[src/rtl/trig_pkg.sv]
package trig_pkg;
  typedef enum logic [2:0] {
    SQ_IDLE,
    SQ_WAIT,
    SQ_ACQ,
    SQ_POST,
    SQ_DONE
  } seq_state_t;
endpackage

[src/rtl/trig_edge.sv]
module trig_edge (
  input  logic clk,
  input  logic rst_n,
  input  logic lvl,
  input  logic fall,
  output logic pulse
);
  logic lvl_q;

  always_ff @(posedge clk or negedge rst_n) begin
    if (!rst_n) lvl_q <= 1'b0;
    else        lvl_q <= lvl;
  end

  assign pulse = fall ? (lvl_q & ~lvl) : (~lvl_q & lvl);
endmodule

[src/rtl/trig_compare.sv]
module trig_compare #(
  parameter int W = 32
) (
  input  logic         clk,
  input  logic         rst_n,
  input  logic         clear,
  input  logic         smp_en,
  input  logic [W-1:0] data,
  input  logic [W-1:0] mask,
  input  logic [W-1:0] pattern,
  input  logic         mismatch,
  output logic         changed,
  output logic         pat_fire
);
  logic [W-1:0] prev_q;
  logic         primed_q;
  logic [W-1:0] diff_prev;
  logic [W-1:0] diff_pat;

  always_ff @(posedge clk or negedge rst_n) begin
    if (!rst_n) begin
      prev_q   <= '0;
      primed_q <= 1'b0;
    end else if (clear) begin
      primed_q <= 1'b0;
    end else if (smp_en) begin
      prev_q   <= data;
      primed_q <= 1'b1;
    end
  end

  assign diff_prev = (data ^ prev_q) & mask;
  assign diff_pat  = (data ^ pattern) & mask;
  assign changed   = primed_q & (|diff_prev);
  assign pat_fire  = mismatch ? (|diff_pat) : ~(|diff_pat);
endmodule

[src/rtl/trig_seq.sv]
module trig_seq
  import trig_pkg::*;
#(
  parameter int W  = 32,
  parameter int CW = 16
) (
  input  logic          clk,
  input  logic          rst_n,
  input  logic          arm,
  input  logic          smp_en,
  input  logic [W-1:0]  smp_data,
  input  logic          changed,
  input  logic          pat_fire,
  input  logic          start_edge,
  input  logic          stop_edge,
  input  logic          cfg_change_mode,
  input  logic          cfg_use_start,
  input  logic          cfg_stop_pattern,
  input  logic [CW-1:0] cfg_pre,
  input  logic [CW-1:0] cfg_post,
  output logic          cap_valid,
  output logic [W-1:0]  cap_data,
  output logic          done,
  output logic          err
);
  localparam logic [CW-1:0] ONE = CW'(1);

  seq_state_t    state;
  logic [CW-1:0] pre_cnt;
  logic [CW-1:0] post_cnt;
  logic          start_pend;
  logic          stop_pend;
  logic          qual;
  logic          stop_now;

  assign qual     = cfg_change_mode ? changed : 1'b1;
  assign stop_now = cfg_stop_pattern ? pat_fire : stop_pend;

  always_ff @(posedge clk or negedge rst_n) begin
    if (!rst_n) begin
      state      <= SQ_IDLE;
      pre_cnt    <= '0;
      post_cnt   <= '0;
      start_pend <= 1'b0;
      stop_pend  <= 1'b0;
      cap_valid  <= 1'b0;
      cap_data   <= '0;
      done       <= 1'b0;
      err        <= 1'b0;
    end else begin
      cap_valid <= 1'b0;
      if (!arm) begin
        state      <= SQ_IDLE;
        done       <= 1'b0;
        err        <= 1'b0;
        start_pend <= 1'b0;
        stop_pend  <= 1'b0;
      end else begin
        case (state)
          SQ_IDLE: begin
            pre_cnt    <= '0;
            post_cnt   <= '0;
            start_pend <= 1'b0;
            stop_pend  <= 1'b0;
            state      <= cfg_use_start ? SQ_WAIT : SQ_ACQ;
          end
          SQ_WAIT: begin
            if (smp_en && start_pend) begin
              start_pend <= 1'b0;
              state      <= SQ_ACQ;
            end else if (start_edge) begin
              start_pend <= 1'b1;
            end
          end
          SQ_ACQ: begin
            if (stop_edge && !cfg_stop_pattern) stop_pend <= 1'b1;
            if (smp_en) begin
              if (stop_now) begin
                stop_pend <= 1'b0;
                if (pre_cnt < cfg_pre) begin
                  err   <= 1'b1;
                  done  <= 1'b1;
                  state <= SQ_DONE;
                end else if (cfg_post == '0) begin
                  done  <= 1'b1;
                  state <= SQ_DONE;
                end else begin
                  state <= SQ_POST;
                end
              end else if (qual) begin
                cap_valid <= 1'b1;
                cap_data  <= smp_data;
                if (pre_cnt != '1) pre_cnt <= pre_cnt + ONE;
              end
            end
          end
          SQ_POST: begin
            if (smp_en && qual) begin
              cap_valid <= 1'b1;
              cap_data  <= smp_data;
              post_cnt  <= post_cnt + ONE;
              if ((post_cnt + ONE) == cfg_post) begin
                done  <= 1'b1;
                state <= SQ_DONE;
              end
            end
          end
          SQ_DONE: ;
          default: state <= SQ_IDLE;
        endcase
      end
    end
  end
endmodule

[src/rtl/masked_trig_top.sv]
module masked_trig_top #(
  parameter int W  = 32,
  parameter int CW = 16
) (
  input  logic          clk,
  input  logic          rst_n,
  input  logic          arm,
  input  logic          smp_en,
  input  logic [W-1:0]  smp_data,
  input  logic [W-1:0]  cfg_mask,
  input  logic [W-1:0]  cfg_pattern,
  input  logic          cfg_change_mode,
  input  logic          cfg_mismatch,
  input  logic          cfg_use_start,
  input  logic          cfg_stop_pattern,
  input  logic          cfg_start_fall,
  input  logic          cfg_stop_fall,
  input  logic          ext_start,
  input  logic          ext_stop,
  input  logic [CW-1:0] cfg_pre,
  input  logic [CW-1:0] cfg_post,
  output logic          cap_valid,
  output logic [W-1:0]  cap_data,
  output logic          done,
  output logic          err
);
  logic start_edge;
  logic stop_edge;
  logic changed;
  logic pat_fire;

  trig_edge u_start_edge (
    .clk(clk), .rst_n(rst_n), .lvl(ext_start), .fall(cfg_start_fall), .pulse(start_edge)
  );
  trig_edge u_stop_edge (
    .clk(clk), .rst_n(rst_n), .lvl(ext_stop), .fall(cfg_stop_fall), .pulse(stop_edge)
  );

  trig_compare #(.W(W)) u_cmp (
    .clk(clk), .rst_n(rst_n), .clear(~arm), .smp_en(smp_en), .data(smp_data),
    .mask(cfg_mask), .pattern(cfg_pattern), .mismatch(cfg_mismatch),
    .changed(changed), .pat_fire(pat_fire)
  );

  trig_seq #(.W(W), .CW(CW)) u_seq (
    .clk(clk), .rst_n(rst_n), .arm(arm), .smp_en(smp_en), .smp_data(smp_data),
    .changed(changed), .pat_fire(pat_fire), .start_edge(start_edge), .stop_edge(stop_edge),
    .cfg_change_mode(cfg_change_mode), .cfg_use_start(cfg_use_start),
    .cfg_stop_pattern(cfg_stop_pattern), .cfg_pre(cfg_pre), .cfg_post(cfg_post),
    .cap_valid(cap_valid), .cap_data(cap_data), .done(done), .err(err)
  );
endmodule

[config.mk]
export PLATFORM = sky130hd
export DESIGN_NAME = masked_trig_top
export DESIGN_NICKNAME = d
export VERILOG_FILES = /design/src/rtl/trig_pkg.sv /design/src/rtl/trig_edge.sv /design/src/rtl/trig_compare.sv /design/src/rtl/trig_seq.sv /design/src/rtl/masked_trig_top.sv
export SDC_FILE = /design/constraint.sdc
export NUM_CORES = 1
export LEC_CHECK = 0
export ABC_AREA = 1
export BUFFER_PORTS_ARGS = -buffer_cell sky130_fd_sc_hd__buf_2
export CORE_ASPECT_RATIO = 1.25
export CORE_MARGIN = 3
export CORE_UTILIZATION = 45
export CTS_BUF_LIST = sky130_fd_sc_hd__clkbuf_8
export CTS_CLUSTER_SIZE = 25
export DETAILED_ROUTE_END_ITERATION = 6
export PLACE_DENSITY = 0.79
export SLEW_MARGIN = 40
export SYNTH_ARGS = -nofsm -noshare
export SYNTH_HDL_FRONTEND = slang
export SYNTH_SLANG_ARGS = --single-unit
[constraint.sdc]
create_clock -name clk -period 2.2 [get_ports clk]
set_input_delay 0.22 -clock clk [delete_from_list [all_inputs] [get_ports clk]]
set_output_delay 0.22 -clock clk [all_outputs]
set_load 0.02 [all_outputs]
==> results_dict.tcl <==
set metrics [dict create \
    outcome "finished, final reports clean" \
    fp.dieH_um 147.0 \
    nets 1441 \
    wl_per_cell_um 13.66 \
    cts_root_buffer "clkbuf_8" \
    ys_seq_area_share_pct 37.43 \
    dp.cells 1469 \
    cp.required_ns 2.54 \
    cp_max_fo 16 \
    path_class "register to register" \
    whs_ns 0.07987 \
    ys_ff_latch 107 \
    critPathLaunch "u_cmp.prev_q[6]" \
    drv_cap 0 \
    start_util_pct 46.87 \
    p_leak_nw 4.930 \
    clk_pin_slew_worst_paths_ns 0.11 \
    design_area_mm2 0.008775 \
    wl_um 20450 \
    syn_to_final_growth_pct 22.65 \
    ys_top_cells_by_count "403 x nand2_1, 142 x inv_1, 131 x nand3_1, 107 x dfrtp_1, 75 x nor2_1" \
    yosysMostFrequentCell "nand2_1" \
    cts_buffers 9 \
    worstHoldStart "smp_data[13]" \
    worstMarginPinSlew_ns 0.5611 \
    syn_inst 1090 \
    overflow 0 \
    std_cell_rows 50 \
    max-vdd-ir-drop_uv 599.5 \
    num_io_pins 175 \
    setup_violations 0 \
    drive_above_1_share_pct 20.48 \
    utilization_pct 57.48 \
    design.core.area_mm2 0.01526 \
    netlist.area_leader.share_pct 37.43 \
    finalPower_mw 6.381 \
    fill_cells 1520 \
    grt_pass1_vias 6996 \
    clock_skew_ns 0.01185 \
    synth_area_mm2 0.007154 \
    regArea_mm2 0.002684 \
    grt_max_degree 66 \
    slew_headroom_pct 62.46 \
    cts_tree "built" \
    clock_sinks 107 \
    final_max_slew_viol_count 0 \
    finalHoldViolations 0 \
    die-width_um 118.8 \
    final_cell_count_no_fill 1497 \
    fin_crit_sh_pct 94.19 \
    fmax_mhz 482.6 \
    vias 7565 \
    design.die.area_mm2 0.01746 \
    grt_pass1_wl_um 32510 \
    cts_buffer_depth 2 \
    yosysTopAreaCell "dfrtp_1" \
    reg2reg_from "u_cmp.prev_q[6]" \
    clock_latency_ns 0.40 \
    ys_top_cells_by_area "dfrtp_1 37%, nand2_1 21%, nand3_1 9.2%" \
    htreeDepth 3 \
    placed_cell_area_mm2 0.008367 \
    synthFlopType "dfrtp_1" \
    synth_edf_count 0 \
    crit_path_end_kind "register" \
    multi_input_area_mm2 0.003871 \
    synthArstFlopShare_pct 100.0 \
    diodes 0 \
    synth_cell_types 43 \
    start_kind "register" \
    place_congestion 0.9057 \
    grt_usage_pct 22.72 \
    antenna_found_initial 0 \
    port_buffers 174 \
    period_needed_ns 2.072 \
    cp.arrival_ns 2.41 \
    place_hpwl_um 15380 \
    synthesis.nets 1247 \
    yosys_warnings 0 \
    first_pass_iters 5 \
    hold_path.class "input pin to register" \
    vias_per_cell 5.053 \
    antenna_left 0 \
    powerDensity_mw_per_mm2 727.2 \
    syn-mean-instance-area_um2 6.564 \
    first_iter_violations 407 \
    drcViolationCount 0 \
]
==> layout by cell type, fill, tap and decap left out, types with 4 or more instances in the layout <==
cell type,Yosys,final
nor3_1,5,5
nor2_4,3,4
nand3_1,131,129
or2_0,4,4
nand3_2,2,4
a21oi_1,18,18
clkbuf_8,0,10
nor4_1,5,5
nor2_2,4,5
buf_4,2,21
buf_2,9,173
dfrtp_2,0,5
dfrtp_1,107,102
inv_1,142,142
nand2_1,403,399
nand2_2,9,10
ha_1,17,16
o21ai_0,44,44
buf_12,0,4
or2_1,11,11
inv_2,5,4
nand4_1,11,11
or2_2,4,4
nand3b_1,10,10
o21ai_1,33,33
nor2_1,75,74
==> logic make-up (layout without fill, tap and decap cells) <==
| group | count (synthesis) | after routing | synth area share, % |
|---|---|---|---|
| and+or+nand+nor | 682 | 683 | 41.19 |
| buffers and inverters | 170 | 368 | 9.391 |
| AOI/OAI and AO/OA | 110 | 110 | 8.499 |
| DFF | 107 | 107 | 37.43 |
| adders and majority gates | 17 | 17 | 2.973 |
| xor gates and xnor gates | 3 | 3 | 0.3673 |
| muxes | 1 | 1 | 0.1574 |
==> timing repair <==
action,CTS,global route
setup buffers,0,5
resized for setup,0,19
hold endpoints to repair,96,0
setup endpoints to repair,0,69
hold buffers,3,0
==> path summary, 6_finish.rpt <==
path | slack [ns] | cells after the start | to
max reg2reg | 0.13 | 15 | u_seq.cap_data[11]
min reg2reg | 0.50 | 2 | u_seq.cap_data[25]
min in group asynchronous | 0.18 | 2 | u_seq.pre_cnt[4]
max | 0.13 | 15 | u_seq.cap_data[11]
min | 0.08 | 3 | u_seq.cap_data[13]
max in group asynchronous | 1.33 | 3 | u_cmp.prev_q[12]
==> stage by stage <==
step	TNS, ns	setup slack, ns
after floorplan	0	0.3034
after global placement	0	0.1205
after detailed placement	0	0.08279
after CTS	0	0.05516
after global routing	-0.05994	-0.01954
final	0	0.1278
==> flip-flops by register name, summed over array words and instances (netlist names) <==
name,flops
u_seq.cap_valid,1
u_seq.pre_cnt,16
u_seq.stop_pend,1
u_cmp.prev_q,32
u_start_edge.lvl_q,1
u_cmp.primed_q,1
u_seq.start_pend,1
u_seq.cap_data,32
u_seq.post_cnt,16
u_seq.state,3
u_seq.err,1
u_seq.done,1
u_stop_edge.lvl_q,1
==> layer usage <==
metal	GRT usage (%)	share of wire [%]	wire [µm]
met1	28.29	43	8731
met2	39.94	50	10170
met3	4.082	5.9	1205
met4	7.188	1.7	343
met5	0	0	0
==> where the power goes <==
| group | switching (mW) | total, mW | internal [mW] |
|---|---|---|---|
| sequential | 0.285 | 2.66 | 2.38 |
| combinational | 1.62 | 2.47 | 0.859 |
| clock | 0.777 | 1.24 | 0.468 |
| total | 2.68 | 6.38 | 3.70 |
==> cell type report <==
| cell class | instances | share of cell area (%) |
|---|---|---|
| multi-input combinational | 814 | 44.12 |
| clock buffer | 10 | 1.569 |
| clock inverter | 6 | 0.6274 |
| sequential | 107 | 30.59 |
| inverter | 148 | 6.360 |
| timing repair buffer | 204 | 13.77 |
| tap | 208 | 2.966 |
==> critical path, cell delays in order, from the launching register on <==
cell	delay (ns)
dfrtp_1	0.43
or2_0	0.26
nand3_2	0.11
nand2_1	0.06
nor2_1	0.09
nand2_1	0.09
nor2_1	0.11
nand2_1	0.09
nand2_2	0.08
nand2_2	0.06
nand2_2	0.07
nor2_1	0.06
nand2_4	0.17
clkbuf_16	0.22
nand2_1	0.06
o21ai_1	0.06
Note: power is estimated with default switching activity, not from simulation.
